--- src/rtl/lcf_pkg.sv ---
`timescale 1ns/1ps
package lcf_pkg;
    typedef enum logic [1:0] {
        ROUTE_QUEUE = 2'd0,
        ROUTE_OVF   = 2'd1,
        ROUTE_STALL = 2'd2
    } route_e;

    localparam int HDR_W       = 64;
    localparam int HDR_NR_BIT  = 32;
endpackage

--- src/rtl/lcf_tx_credit.sv ---
`timescale 1ns/1ps
module lcf_tx_credit #(
    parameter int CREDIT_W = 4
) (
    input  logic                clk,
    input  logic                rst_n,
    input  logic [CREDIT_W-1:0] init_credits,
    input  logic                req,
    input  logic                hi_prio,
    input  logic                ret,
    output logic                grant,
    output logic [CREDIT_W-1:0] credit
);
    localparam logic [CREDIT_W-1:0] MAX_CREDIT = '1;

    typedef struct packed {
        logic [CREDIT_W-1:0] credit;
    } tx_state_t;

    tx_state_t st_d, st_q;

    always_comb begin
        st_d  = st_q;
        grant = req && (hi_prio ? (st_q.credit != '0)
                                : (st_q.credit > CREDIT_W'(1)));
        case ({ret, grant})
            2'b10: if (st_q.credit != MAX_CREDIT) st_d.credit = st_q.credit + CREDIT_W'(1);
            2'b01: st_d.credit = st_q.credit - CREDIT_W'(1);
            default: ;
        endcase
    end

    always_ff @(posedge clk) begin
        if (!rst_n) st_q.credit <= init_credits;
        else        st_q <= st_d;
    end

    assign credit = st_q.credit;
endmodule

--- src/rtl/lcf_rx_steer.sv ---
`timescale 1ns/1ps
module lcf_rx_steer #(
    parameter int NUM_Q = 4,
    localparam int QID_W = (NUM_Q > 1) ? $clog2(NUM_Q) : 1
) (
    input  logic                      clk,
    input  logic                      rst_n,
    input  logic [NUM_Q-1:0]          cfg_eager,
    input  logic                      rx_valid,
    input  logic [QID_W-1:0]          rx_qid,
    input  logic                      rx_resident,
    input  logic [NUM_Q-1:0]          rxq_full,
    input  logic                      ovf_full,
    output logic                      rx_accept,
    output logic                      rx_to_ovf,
    output logic [lcf_pkg::HDR_W-1:0] rx_ovf_hdr,
    input  logic                      dq_valid,
    input  logic                      dq_from_ovf,
    input  logic [QID_W-1:0]          dq_qid,
    output logic [1:0]                tok
);
    import lcf_pkg::*;

    typedef struct packed {
        logic [1:0] tok;
    } rx_state_t;

    rx_state_t st_d, st_q;
    route_e    route;
    logic      enq_tok, deq_tok;

    always_comb begin
        if (!rx_resident)                                 route = ROUTE_OVF;
        else if (rxq_full[rx_qid] && cfg_eager[rx_qid])   route = ROUTE_OVF;
        else if (rxq_full[rx_qid])                        route = ROUTE_STALL;
        else                                              route = ROUTE_QUEUE;

        rx_to_ovf = rx_valid && (route == ROUTE_OVF);
        rx_accept = rx_valid && ((route == ROUTE_QUEUE) ||
                                 (route == ROUTE_OVF && !ovf_full));

        rx_ovf_hdr               = '0;
        rx_ovf_hdr[QID_W-1:0]    = rx_qid;
        rx_ovf_hdr[HDR_NR_BIT]   = !rx_resident;

        enq_tok  = rx_accept && (route == ROUTE_QUEUE) && cfg_eager[rx_qid];
        deq_tok  = dq_valid && (dq_from_ovf || !cfg_eager[dq_qid]);
        st_d.tok = {1'b0, enq_tok} + {1'b0, deq_tok};
    end

    always_ff @(posedge clk) begin
        if (!rst_n) st_q.tok <= 2'd0;
        else        st_q <= st_d;
    end

    assign tok = st_q.tok;
endmodule

--- src/rtl/lcf_credit_flow.sv ---
`timescale 1ns/1ps
module lcf_credit_flow #(
    parameter int CREDIT_W = 4,
    parameter int NUM_Q    = 4,
    localparam int QID_W   = (NUM_Q > 1) ? $clog2(NUM_Q) : 1
) (
    input  logic                clk,
    input  logic                rst_n,
    input  logic [CREDIT_W-1:0] cfg_init_credits,
    input  logic [NUM_Q-1:0]    cfg_eager,
    input  logic                tx_req,
    input  logic                tx_hi_prio,
    output logic                tx_grant,
    input  logic                rtr_credit_ret,
    input  logic                rx_valid,
    input  logic [QID_W-1:0]    rx_qid,
    input  logic                rx_resident,
    input  logic [NUM_Q-1:0]    rxq_full,
    input  logic                ovf_full,
    output logic                rx_accept,
    output logic                rx_to_ovf,
    output logic [63:0]         rx_ovf_hdr,
    input  logic                dq_valid,
    input  logic                dq_from_ovf,
    input  logic [QID_W-1:0]    dq_qid,
    output logic [1:0]          buf_free_tok
);
    logic [CREDIT_W-1:0] credit_cnt;

    lcf_tx_credit #(.CREDIT_W(CREDIT_W)) u_tx (
        .clk          (clk),
        .rst_n        (rst_n),
        .init_credits (cfg_init_credits),
        .req          (tx_req),
        .hi_prio      (tx_hi_prio),
        .ret          (rtr_credit_ret),
        .grant        (tx_grant),
        .credit       (credit_cnt)
    );

    lcf_rx_steer #(.NUM_Q(NUM_Q)) u_rx (
        .clk         (clk),
        .rst_n       (rst_n),
        .cfg_eager   (cfg_eager),
        .rx_valid    (rx_valid),
        .rx_qid      (rx_qid),
        .rx_resident (rx_resident),
        .rxq_full    (rxq_full),
        .ovf_full    (ovf_full),
        .rx_accept   (rx_accept),
        .rx_to_ovf   (rx_to_ovf),
        .rx_ovf_hdr  (rx_ovf_hdr),
        .dq_valid    (dq_valid),
        .dq_from_ovf (dq_from_ovf),
        .dq_qid      (dq_qid),
        .tok         (buf_free_tok)
    );
endmodule

--- config.mk ---
export PLATFORM = sky130hd
export DESIGN_NAME = lcf_credit_flow
export DESIGN_NICKNAME = d
export VERILOG_FILES = /design/src/rtl/lcf_pkg.sv /design/src/rtl/lcf_tx_credit.sv /design/src/rtl/lcf_rx_steer.sv /design/src/rtl/lcf_credit_flow.sv
export SDC_FILE = /design/constraint.sdc
export NUM_CORES = 1
export LEC_CHECK = 0
export ABC_AREA = 1
export BUFFER_PORTS_ARGS = -buffer_cell sky130_fd_sc_hd__buf_4
export CAP_MARGIN = 10
export CORE_ASPECT_RATIO = 0.5
export CORE_MARGIN = 2
export CORE_UTILIZATION = 35
export DETAILED_ROUTE_END_ITERATION = 7
export PLACE_DENSITY = 0.77
export SLEW_MARGIN = 40
export SYNTH_ARGS = -nofsm -noshare
export SYNTH_HDL_FRONTEND = slang
export SYNTH_HIERARCHICAL = 1
export SYNTH_SLANG_ARGS = --single-unit
--- constraint.sdc ---
create_clock -name clk -period 1.5 [get_ports clk]
set_clock_uncertainty 0.05 [all_clocks]
set_input_delay 0.075 -clock clk [delete_from_list [all_inputs] [get_ports clk]]
set_output_delay 0.075 -clock clk [all_outputs]
set_load 0.05 [all_outputs]
After elaboration in Yosys (flattened, before gate mapping)
Cells that the tools add are included.
{ "op_classes": {"add_sub_neg": 3, "eq_ne": 6, "n_lt_le_gt_ge": 3, "reduce_logical": 16, "mux": 13} }
{ "ops": {"columns": ["op", "n"], "rows": [
  ["$logic_and A1 B1 Y1", 8],
  ["$mux W4", 2],
  ["$pmux W4 S2", 1],
  ["$bmux W1 S2", 3],
  ["$lt A2 B3 Y1 const B", 2],
  ["$mux W2", 3],
  ["$add A4 B1 Y4 const B", 1],
  ["$eq A2 B1 Y1 const B", 2],
  ["$gt A4 B1 Y1 const B", 1],
  ["$mux W1", 4],
  ["$ne A4 B4 Y1 const B", 1],
  ["$reduce_bool A4 Y1", 1],
  ["$sub A4 B1 Y4 const B", 1],
  ["$logic_not A1 Y1", 3],
  ["$ne A3 B1 Y1 const B", 1],
  ["$ne A3 B2 Y1 const B", 1],
  ["$add A1 B1 Y2", 1],
  ["$eq A2 B2 Y1 const B", 1],
  ["$logic_not A2 Y1", 1],
  ["$logic_or A1 B1 Y1", 2],
  ["$reduce_and A2 Y1", 1]
]} }
{ "totals": {"inputBits": 26, "output_inout_bits": 69, "register_bits": 6, "wordCells": 43} }

Longest topological paths before layout
Gate-level depths: netlist of run 1.
{ "logic_depth": {"ltp_word": 12, "ltp_mapped": 10, "mapped_depth_nobuf": 10} }

Hierarchy
Netlist of run 1, hierarchy kept.
{ "modules_own_cells": {"columns": ["module", "n_inst", "seq_area_each_um2", "cells_each", "area_each_um2"], "rows": [
  ["lcf_rx_steer", 1, 40.0, 107, 709.4],
  ["lcf_tx_credit", 1, 120.1, 56, 426.7]
]} }

Least setup slack after synthesis of run 1
OpenSTA, ideal clock, no wires.
{ "synth_timing": {"kind": "register to register", "startpoint": "reg u_tx/credit[0] (netlist name)", "endpoint": "reg u_tx/credit[0] (netlist name)", "path_stages_with_launch": 9, "synth_period_minus_slack_ps": 1588, "setup_ps": 312, "arrival_ps": 1225, "required_time_ps": 1138, "path_buffers": 0, "slack_ps": -88, "path_cell_list": "edfxtp_1 -> inv_1 -> ha_1 -> nor2_1 -> nand2_1 -> nand3_4 -> nand2_1 -> nand3_1 -> nand3_1"} }
{ "synth_via": {"elab_chain_len": 6, "word_cells_on_any_way": 10, "cone_classes": "order compare: 1; eq/ne: 5; mux: 1; reduce/logical: 3"} }
{ "synth_rtl": {"columns": ["element", "line", "rtl"], "rows": [
  ["$gt A4 B1 Y1 or $reduce_bool A4 Y1 (tied branches)", "lcf_tx_credit.sv:25, lcf_tx_credit.sv:24", null],
  ["$mux W1", "lcf_tx_credit.sv:24", "grant = req && (hi_prio ? (st_q.credit != '0)"],
  ["$logic_and A1 B1 Y1", "lcf_tx_credit.sv:24", null],
  ["$eq A2 B2 Y1 or $eq A2 B1 Y1 (tied branches)", "lcf_tx_credit.sv:26", "case ({ret, grant})"],
  ["$ne A3 B2 Y1 (no line) or $ne A3 B1 Y1 (tied branches)", null, null],
  ["$reduce_and A2 Y1 (no line) (*)", null, null]
]} }
Mark *: on every way between the ends. The rest lies on a longest branch, timed or not.
A chain may end at the register's enable or synchronous reset.

Worst setup path in the final report of run 1
{ "layout_timing": {"startpoint": "reg u_tx/credit[0] (netlist name)", "endpoint": "reg u_tx/credit[2] (netlist name)"} }
{ "layout_via": {"elab_chain_len": 6, "word_cells_on_any_way": 11, "cone_classes": "add/sub: 2; order compare: 1; eq/ne: 2; mux: 4; reduce/logical: 2"} }
{ "layout_rtl": {"columns": ["element", "line", "rtl"], "rows": [
  ["$gt A4 B1 Y1 or $reduce_bool A4 Y1 (tied branches)", "lcf_tx_credit.sv:25, lcf_tx_credit.sv:24", null],
  ["$mux W1", "lcf_tx_credit.sv:24", null],
  ["$logic_and A1 B1 Y1", "lcf_tx_credit.sv:24", null],
  ["$eq A2 B1 Y1 or $eq A2 B2 Y1 (tied branches)", "lcf_tx_credit.sv:26", null],
  ["$pmux W4 S2 (*)", "lcf_tx_credit.sv:26", null],
  ["$mux W4 (*)", "lcf_tx_credit.sv:34", "if (!rst_n) st_q.credit <= init_credits;"]
]} }
Mark *: on every way between the ends. The rest lies on a longest branch, timed or not. The select of a mux whose other input is x is not followed.

==> reports/qor.yml, run 1 <==
status:
  outcome: "complete, but fails checks"
  violations: "negative setup slack"
worst_setup_path:
  cp.required_ps: 1430
  rrSetupSlack_ps: -100
  crit_chain: "inv_2 > ha_4 > buf_4 > buf_4 > xor2_1 > nand4_1 > nand2_1 > nand2_1 > nand2_1"
  crit_slowest_cell: "edfxtp_1"
  endpoint_kind: "flip-flop"
  r2r_cells: 9
  critPathMaxFanout: 3
  cpMostUsedCell: "nand2_1"
  rr_endpoint: "u_tx/credit[2]"
  slowest_delay_ps: 390
  arrival_ps: 1530
  r2r-start: "u_tx/credit[0]"
  critical_path_class: "reg2reg"
  worstSetupStartpointType: "flip-flop"
synthesis:
  synth.distinct_cells: 21
  synth_top_family_by_area: "buffers and inverters"
  synth_fa_ha_area_share_pct: 5.51
  synth-compound-area-share_pct: 1.87
  synthSimpleGateAreaFrac_pct: 27.6
  syn_area_per_cell_sq_um: 6.97
  yosys_warnings: 6
  netlist_instances: 163
  synth_seq_area_share_pct: 14.1
  synth-xor-area-share_pct: 2.31
  ys_ff_latch: 6
  synthMuxAreaShare_pct: 0
  synthesis.area_sq_um: 1140
power_and_ir_drop:
  p_comb_share_pct: 61.4
  switching_power_uw: 682
  switching_share_pct: 53.6
  static-leakage-power_nw: 0.803
  peakVddDrop_mv: 0.385
  seqPwrFrac_pct: 18.4
  pwr-share-clk_pct: 20.2
  power.density_nw_per_um2: 940
  p_int_uw: 591
placed_design:
  dp_slack_ps: -75.6
  postPlaceCellArea_sq_um: 1230
  io_buffers: 33
  place_congestion: 0.754
  dpl.hpwl_microns: 1660
clock_network:
  cts_sinks: 6
  clk_path_buf_depth: 2
  htreeDepth: 1
  path_clk_slew_ps: 40
  cts_buffers: 3
  cts_hold_buf: 0
  cts_tree: "built"
  worstSkewPairLatency_ps: 220
  root_buffer: "clkbuf_8"
route:
  antenna_left: 0
  drt_pass1_iterations: 4
  vias: 893
  remaining_drc_errors: 0
  wire_per_inst_microns: 8.18
  wl_microns: 2000
  drt_iter0_markers: 36
  viasPerCell: 3.66
floorplan:
  core_sq_um: 3050
  row_count: 14
  start_util_pct: 37.3
  die_h_microns: 44.3
  dieWidth_microns: 84.6
  dieArea_sq_um: 3750
  pin_count: 95
sta:
  slew_violations: 0
  hold_violations: 0
  setup_ws_ps: -100
  rsz0062_at_grt: "yes"
  finalCriticalPeriod_ps: 1600
  whs_ps: 55.0
  period_share_pct: 107
  finalSetupViolCount: 8
  max_freq_ghz: 0.625
worst_hold_path:
  min-delay-start: "rst_n"
  whs_endpoint: "u_rx/tok[0]"
  holdPathStages: 3
  hp-class: "in2reg"
cells_and_area:
  fin_util_pct: 44.5
  drive_gt1_share_pct: 30.9
  n_fill_cell: 311
  syn_to_final_growth_pct: 19.3
  layout.nets: 236
  n_antenna_cell: 0
  final_area_sq_um: 1360
global_routing:
  grt_pass1_vias: 715
  antenna_found_initial: 0
  grtUsageTotal_pct: 9.14
  grt_pass1_wl_microns: 2800
  grt_overflow: 0
  grt_max_degree: 8
flow_run:
  cap_violations: 0
==> flip-flops by register name, summed over array words and instances (netlist names) <==
signal	flops
u_rx/tok	2
u_tx/credit	4
==> synth_stat cells (all sizes together) <==
library cell,instances,share of area (%)
buf,64,43
dfxtp,2,3.5
a21oi,2,0.88
ha,5,5.5
nand3,14,9.7
a31oi,1,0.55
nor2,5,2.5
edfxtp,4,11
nand4,3,1.7
conb,1,0.33
inv,17,5.6
nand2,41,14
o21ai,1,0.44
xor2,3,2.3
==> stage by stage <==
step / TNS (ps) / instances / total power, mW
after floorplan: -29.0 / 223 / 0.943
after global placement: -21.8 / 236 / 0.942
after detailed placement: -339 / 236 / 0.951
after CTS: -671 / 243 / 1.24
after global routing: -1230 / 244 / 1.34
final: -594 / 244 / 1.27
==> power groups by stage <==
stage | sequential, mW | combinational, mW | clock [mW]
floorplan | 0.235 | 0.708 | 0
global placement | 0.235 | 0.707 | 0
detailed placement | 0.237 | 0.714 | 0
CTS | 0.235 | 0.748 | 0.257
global route | 0.239 | 0.827 | 0.272
finish | 0.234 | 0.781 | 0.258
==> logic make-up after synthesis <==
group | after synthesis
flip-flops | 6
buffers and inverters | 81
adder cells (fa/ha/maj) | 5
AO/OA/AOI/OAI | 4
XOR/XNOR | 3
AND/OR/NAND/NOR | 63
other | 1
==> placed cells by master, fill, tap and decap left out, drive strengths merged <==
cell,netlist,layout
a21oi,2,2
a31oi,1,1
buf,64,41
clkbuf,0,4
conb,1,61
dfxtp,2,2
edfxtp,4,4
ha,5,5
inv,17,17
nand2,41,41
nand3,14,14
nand4,3,3
nor2,5,5
o21ai,1,1
xor2,3,3
==> worst max-delay path: cells and delay by family, from the launching register on <==
kind / cells / cell delay (ps)
adder cells (fa/ha/maj): 1 / 170
flip-flops: 1 / 390
XOR/XNOR: 1 / 150
AND/OR/NAND/NOR: 4 / 280
buffers and inverters: 3 / 320
==> per-layer routing <==
| layer | vias up | global-route usage, % | routed length [microns] |
|---|---|---|---|
| met5 | - | 0 | 0 |
| met4 | 0 | 1.90 | 0 |
| met3 | 0 | 1.68 | 122 |
| met2 | 35 | 19.1 | 1210 |
| met1 | 398 | 9.92 | 667 |
| li1 | 460 | - | - |
==> repair_timing <==
| action | in CTS | in global routing |
|---|---|---|
| endpoints found under the setup margin | 8 | 8 |
| pin swaps | 7 | 5 |
| resized for setup | 7 | 6 |
| buffers inserted | 3 | 1 |
==> layout make-up <==
cell class	count	area, sq um	area share [%]
clock buffers	4	45.0	3.32
inverters	17	66.3	4.89
multi-input cells	136	711	52.4
flip-flops and latches	6	160	11.8
well taps	40	50.0	3.69
repair buffers	41	323	23.8
==> how the worst max path moves through the flow <==
stage / start / end / slack (ps) / cells after the start
floorplan: u_tx/credit[0] / u_tx/credit[0] / -7 / 8
global placement: u_tx/credit[0] / u_tx/credit[1] / -5 / 8
detailed placement: u_tx/credit[0] / u_tx/credit[2] / -80 / 10
CTS: u_tx/credit[0] / tx_grant / -100 / 9
global route: u_tx/credit[1] / u_tx/credit[3] / -170 / 10
finish: u_tx/credit[0] / u_tx/credit[2] / -100 / 9
(Power assumes the default switching activity.)
==> inputs of run 2 (changes only) <==
--- a/config.mk
+++ b/config.mk
@@ -8,7 +8,7 @@
 export ABC_AREA = 1
 export BUFFER_PORTS_ARGS = -buffer_cell sky130_fd_sc_hd__buf_4
 export CAP_MARGIN = 10
-export CORE_ASPECT_RATIO = 0.5
+export CORE_ASPECT_RATIO = 0.8
 export CORE_MARGIN = 2
 export CORE_UTILIZATION = 35
 export DETAILED_ROUTE_END_ITERATION = 7
==> constraint.sdc (replaced) <==
create_clock -name clk -period 1.5 [get_ports clk]
set_clock_uncertainty 0.05 [all_clocks]
set_input_delay 0.15 -clock clk [delete_from_list [all_inputs] [get_ports clk]]
set_output_delay 0.15 -clock clk [all_outputs]
set_load 0.05 [all_outputs]
==> run 2 against run 1 <==
  * The flow still finishes with violations (negative setup slack)
  * Via count decreased by 2.1%
  * Die area shrank 0.65%
  * Non-clock buffer count down 1
  * Maximum frequency increased by 0.29%
  * Largest power group unchanged
==> reports/qor.yml, run 2 (synthesized netlist as in run 1, its figures left out) <==
worst_setup_path:
  worstSetupStartpointType: "flip-flop"
  rrSetupSlack_ps: -80
  critical_path_class: "reg2out"
  cp.required_ps: 1300
  critPathMaxFanout: 4
  endpoint_kind: "primary output"
  arrival_ps: 1400
route:
  drt_iter0_markers: 11
  wl_microns: 2210
  wire_per_inst_microns: 9.07
  antenna_left: 0
  vias: 874
  viasPerCell: 3.60
  remaining_drc_errors: 0
  drt_pass1_iterations: 2
sta:
  finalSetupViolCount: 8
  period_share_pct: 106
  rsz0062_at_grt: "yes"
  tns_ps: -590
  max_freq_ghz: 0.627
  finalCriticalPeriod_ps: 1600
  slew_violations: 0
  hold_violations: 0
  whs_ps: 131
  setup_ws_ps: -95.5
cells_and_area:
  top_register: "u_tx/credit"
  n_antenna_cell: 0
  instances_no_fill: 243
  top_regs: "u_tx/credit x4, u_rx/tok x2"
  final_area_sq_um: 1340
  largest_reg_flops: 4
  syn_to_final_growth_pct: 18.0
  layout.nets: 235
  fin_util_pct: 43.4
  most-common-layout-cells: "conb_1 (61), buf_4 (38), nand2_1 (37)"
  final_common_cell: "conb_1"
  n_fill_cell: 310
  drive_gt1_share_pct: 31.0
clock_network:
  cts_tree: "built"
  clk_path_buf_depth: 2
  root_buffer: "clkbuf_8"
  path_clk_slew_ps: 40
  cts_buffers: 3
  cts_sinks: 6
  htreeDepth: 1
  cts_hold_buf: 0
  worstSkewPairLatency_ps: 220
status:
  outcome: "complete, but fails checks"
  violations: "negative setup slack"
flow_run:
  cap_violations: 0
global_routing:
  grt_overflow: 0
  antenna_found_initial: 0
  grtUsageTotal_pct: 10.9
  grt_pass1_wl_microns: 2840
  grt_pass1_vias: 651
  grt_max_degree: 8
floorplan:
  core_sq_um: 3090
  die_h_microns: 55.0
  start_util_pct: 36.8
  dieWidth_microns: 67.7
  row_count: 18
  dieArea_sq_um: 3720
  pin_count: 95
power_and_ir_drop:
  power.density_nw_per_um2: 939
  power_mw: 1.26
  peakVddDrop_mv: 0.316
  static-leakage-power_nw: 0.795
placed_design:
  dp.cells: 235
  postPlaceCellArea_sq_um: 1220
  place_congestion: 0.757
  io_buffers: 33
  dpl.hpwl_microns: 1730
  dp_slack_ps: -74.5
worst_hold_path:
  hp-class: "in2reg"
run 2: changes by cell type in the layout (fill, tap and decap cells not counted), sizes merged:
cell | before | now
buf | 41 | 40
run 2: area by class of cell:
| cell class | count | area, sq um | share of cell area, % |
|---|---|---|---|
| clock buffers | 4 | 45.0 | 3.36 |
| inverters | 17 | 63.8 | 4.76 |
| multi-input cells | 136 | 713 | 53.2 |
| flip-flops and latches | 6 | 160 | 12.0 |
| well taps | 40 | 50.0 | 3.73 |
| repair buffers | 40 | 308 | 23.0 |
run 2: final timing paths:
| path | to | cells past startpoint | from |
|---|---|---|---|
| setup / recovery | tx_grant | 8 | u_tx/credit[0] |
| hold / removal | u_rx/tok[0] | 3 | rst_n |
| setup reg to reg | u_tx/credit[2] | 10 | u_tx/credit[0] |
| hold reg to reg | u_tx/credit[0] | 2 | u_tx/credit[0] |
run 2: critical path: stages, from the launching register on:
cell,delay [ps]
edfxtp_1,380
inv_2,80
ha_4,160
nor2_2,90
nand2_2,70
nand3_4,120
nand2_4,50
inv_1,60
buf_6,150
run 2: metal layers:
metal  GRT usage [%]  share of wire, %
met1            11.0                35
met2            21.1                58
met3            1.82               5.9
met4            7.14              0.63
met5               0                 0
run 2: repair_timing:
action | 4_1_cts | 5_1_grt
buffers inserted | 3 | 1
resized for setup | 6 | 4
endpoints found under the setup margin | 7 | 8
pin swaps | 5 | 3
run 2: power breakdown:
part | total [mW] | switching [mW] | internal [mW]
clock network | 0.253 | 0.0706 | 0.183
registers | 0.236 | 0.0299 | 0.206
logic | 0.769 | 0.576 | 0.193
==> inputs of run 3 (changes only) <==
--- a/config.mk
+++ b/config.mk
@@ -10,9 +10,9 @@
 export CAP_MARGIN = 10
 export CORE_ASPECT_RATIO = 0.8
 export CORE_MARGIN = 2
-export CORE_UTILIZATION = 35
+export CORE_UTILIZATION = 30
 export DETAILED_ROUTE_END_ITERATION = 7
-export PLACE_DENSITY = 0.77
+export PLACE_DENSITY = 0.68
 export SLEW_MARGIN = 40
 export SYNTH_ARGS = -nofsm -noshare
 export SYNTH_HDL_FRONTEND = slang
==> run 3 against run 2 <==
  * The flow still finishes with violations (negative setup slack)
  * Routed wire length fell by 10%
  * Utilization fell by 6.1 points
  * Power shrank 1.6%
  * Cell count rose by 0.41%
  * Critical path type is now reg2reg
  * Critical endpoint is now u_tx/credit[2]
==> reports/qor.yml, run 3 (synthesized netlist as in run 1, its figures left out) <==
status:
  outcome: "complete, but fails checks"
  violations: "negative setup slack"
route:
  wl_microns: 1980
  wire_per_inst_microns: 8.12
  antenna_left: 0
  viasPerCell: 3.59
  drt_iter0_markers: 34
  remaining_drc_errors: 0
  vias: 876
  drt_pass1_iterations: 4
placed_design:
  io_buffers: 33
  dpl.hpwl_microns: 1710
  place_congestion: 0.875
worst_setup_path:
  critPathMaxFanout: 4
  rrSetupSlack_ps: -80
  r2r-start: "u_tx/credit[0]"
  worstSetupStartpointType: "flip-flop"
  arrival_ps: 1510
  startpoint: "u_tx/credit[0]"
  endpoint_kind: "flip-flop"
  cp.required_ps: 1430
  critical_path_class: "reg2reg"
clock_network:
  worstSkewPairLatency_ps: 230
  cts_sinks: 6
  path_clk_slew_ps: 40
  cts_hold_buf: 0
  htreeDepth: 1
  clk_path_buf_depth: 2
  root_buffer: "clkbuf_8"
  cts_buffers: 3
  cts_tree: "built"
power_and_ir_drop:
  p_int_uw: 575
  power.density_nw_per_um2: 943
  static-leakage-power_nw: 0.787
  seqPwrFrac_pct: 18.9
  p_comb_share_pct: 60.4
  switching_power_uw: 663
  peakVddDrop_mv: 0.232
  switching_share_pct: 53.6
  pwr-share-clk_pct: 20.7
floorplan:
  row_count: 19
  dieArea_sq_um: 4300
  core_sq_um: 3520
  dieWidth_microns: 72.8
  die_h_microns: 59.0
  pin_count: 95
  start_util_pct: 32.3
sta:
  hold_violations: 0
  rsz0062_at_grt: "yes"
  period_share_pct: 105
  whs_ps: 127
  setup_ws_ps: -78.6
  finalCriticalPeriod_ps: 1580
  tns_ps: -333
  max_freq_ghz: 0.633
  finalSetupViolCount: 8
  slew_violations: 0
cells_and_area:
  syn_to_final_growth_pct: 15.5
  largest_reg_flops: 4
  most-common-layout-cells: "conb_1 (61), buf_4 (37), nand2_1 (36)"
  final_common_cell: "conb_1"
  top_regs: "u_tx/credit x4, u_rx/tok x2"
  layout.nets: 234
  drive_gt1_share_pct: 30.7
  n_antenna_cell: 0
  top_register: "u_tx/credit"
global_routing:
  antenna_found_initial: 0
  grt_overflow: 0
  grt_pass1_wl_microns: 2970
  grt_pass1_vias: 733
  grt_max_degree: 8
  grtUsageTotal_pct: 9.01
worst_hold_path:
  hp-class: "in2reg"
  min-delay-start: "rst_n"
flow_run:
  cap_violations: 0
[run 3: cell types whose count changed in the layout (fill, tap and decap cells not counted), sizes merged]
cell	previous run	this run
buf	40	39
[run 3: final timing paths]
check / end / cells past startpoint
setup reg to reg: u_tx/credit[2] / 11
hold / removal: u_rx/tok[0] / 3
hold reg to reg: u_tx/credit[0] / 2
setup / recovery: u_tx/credit[2] / 11
[run 3: timing repair]
action                                  CTS  global route
endpoints found under the setup margin    8             8
pin swaps                                 4             0
resized for setup                         3             4
buffers inserted                          3             0
[run 3: stage by stage]
stage	cells	power (mW)	setup WS (ps)	utilization, %	area [sq um]
3_5_place_dp	237	0.945	-47.6	34.8	1220
6_report	244	1.24	-78.6	37.3	1310
3_3_place_gp	237	0.945	-15.4	34.8	1220
4_1_cts	244	1.23	-68.9	37.0	1300
5_1_grt	244	1.31	-169	37.3	1310
2_1_floorplan	223	0.943	-7.24	-	1390
[run 3: area by class of cell]
type,count,area [sq um]
Clock buffer,4,45.0
Timing Repair Buffer,39,300
Fill cell,374,2210
Sequential cell,6,160
Multi-Input combinational cell,136,691
Inverter,17,63.8
Tap cell,42,52.6
[run 3: worst max-delay path, stage by stage, from the launching register on]
cell and delay (ps):
edfxtp_1 370, inv_2 80, ha_4 160, nor2_2 110, nand2_2 70, nand3_4 70, buf_6 110, nand3_4 80
nand2_1 70, nand2_1 60, nand2_1 60, nand2_1 40
[run 3: layer usage]
layer | GRT usage, % | routed length [microns]
met4 | 5.56 | 21
met5 | 0 | 0
met3 | 1.70 | 217
met2 | 15.1 | 982
met1 | 10.7 | 760
[run 3: power by group through the flow]
stage / Combinational (mW) / Sequential, mW / Clock [mW]
finish: 0.748 / 0.234 / 0.256
CTS: 0.735 / 0.234 / 0.263
global placement: 0.709 / 0.237 / 0
floorplan: 0.708 / 0.235 / 0
global route: 0.803 / 0.238 / 0.267
detailed placement: 0.708 / 0.237 / 0
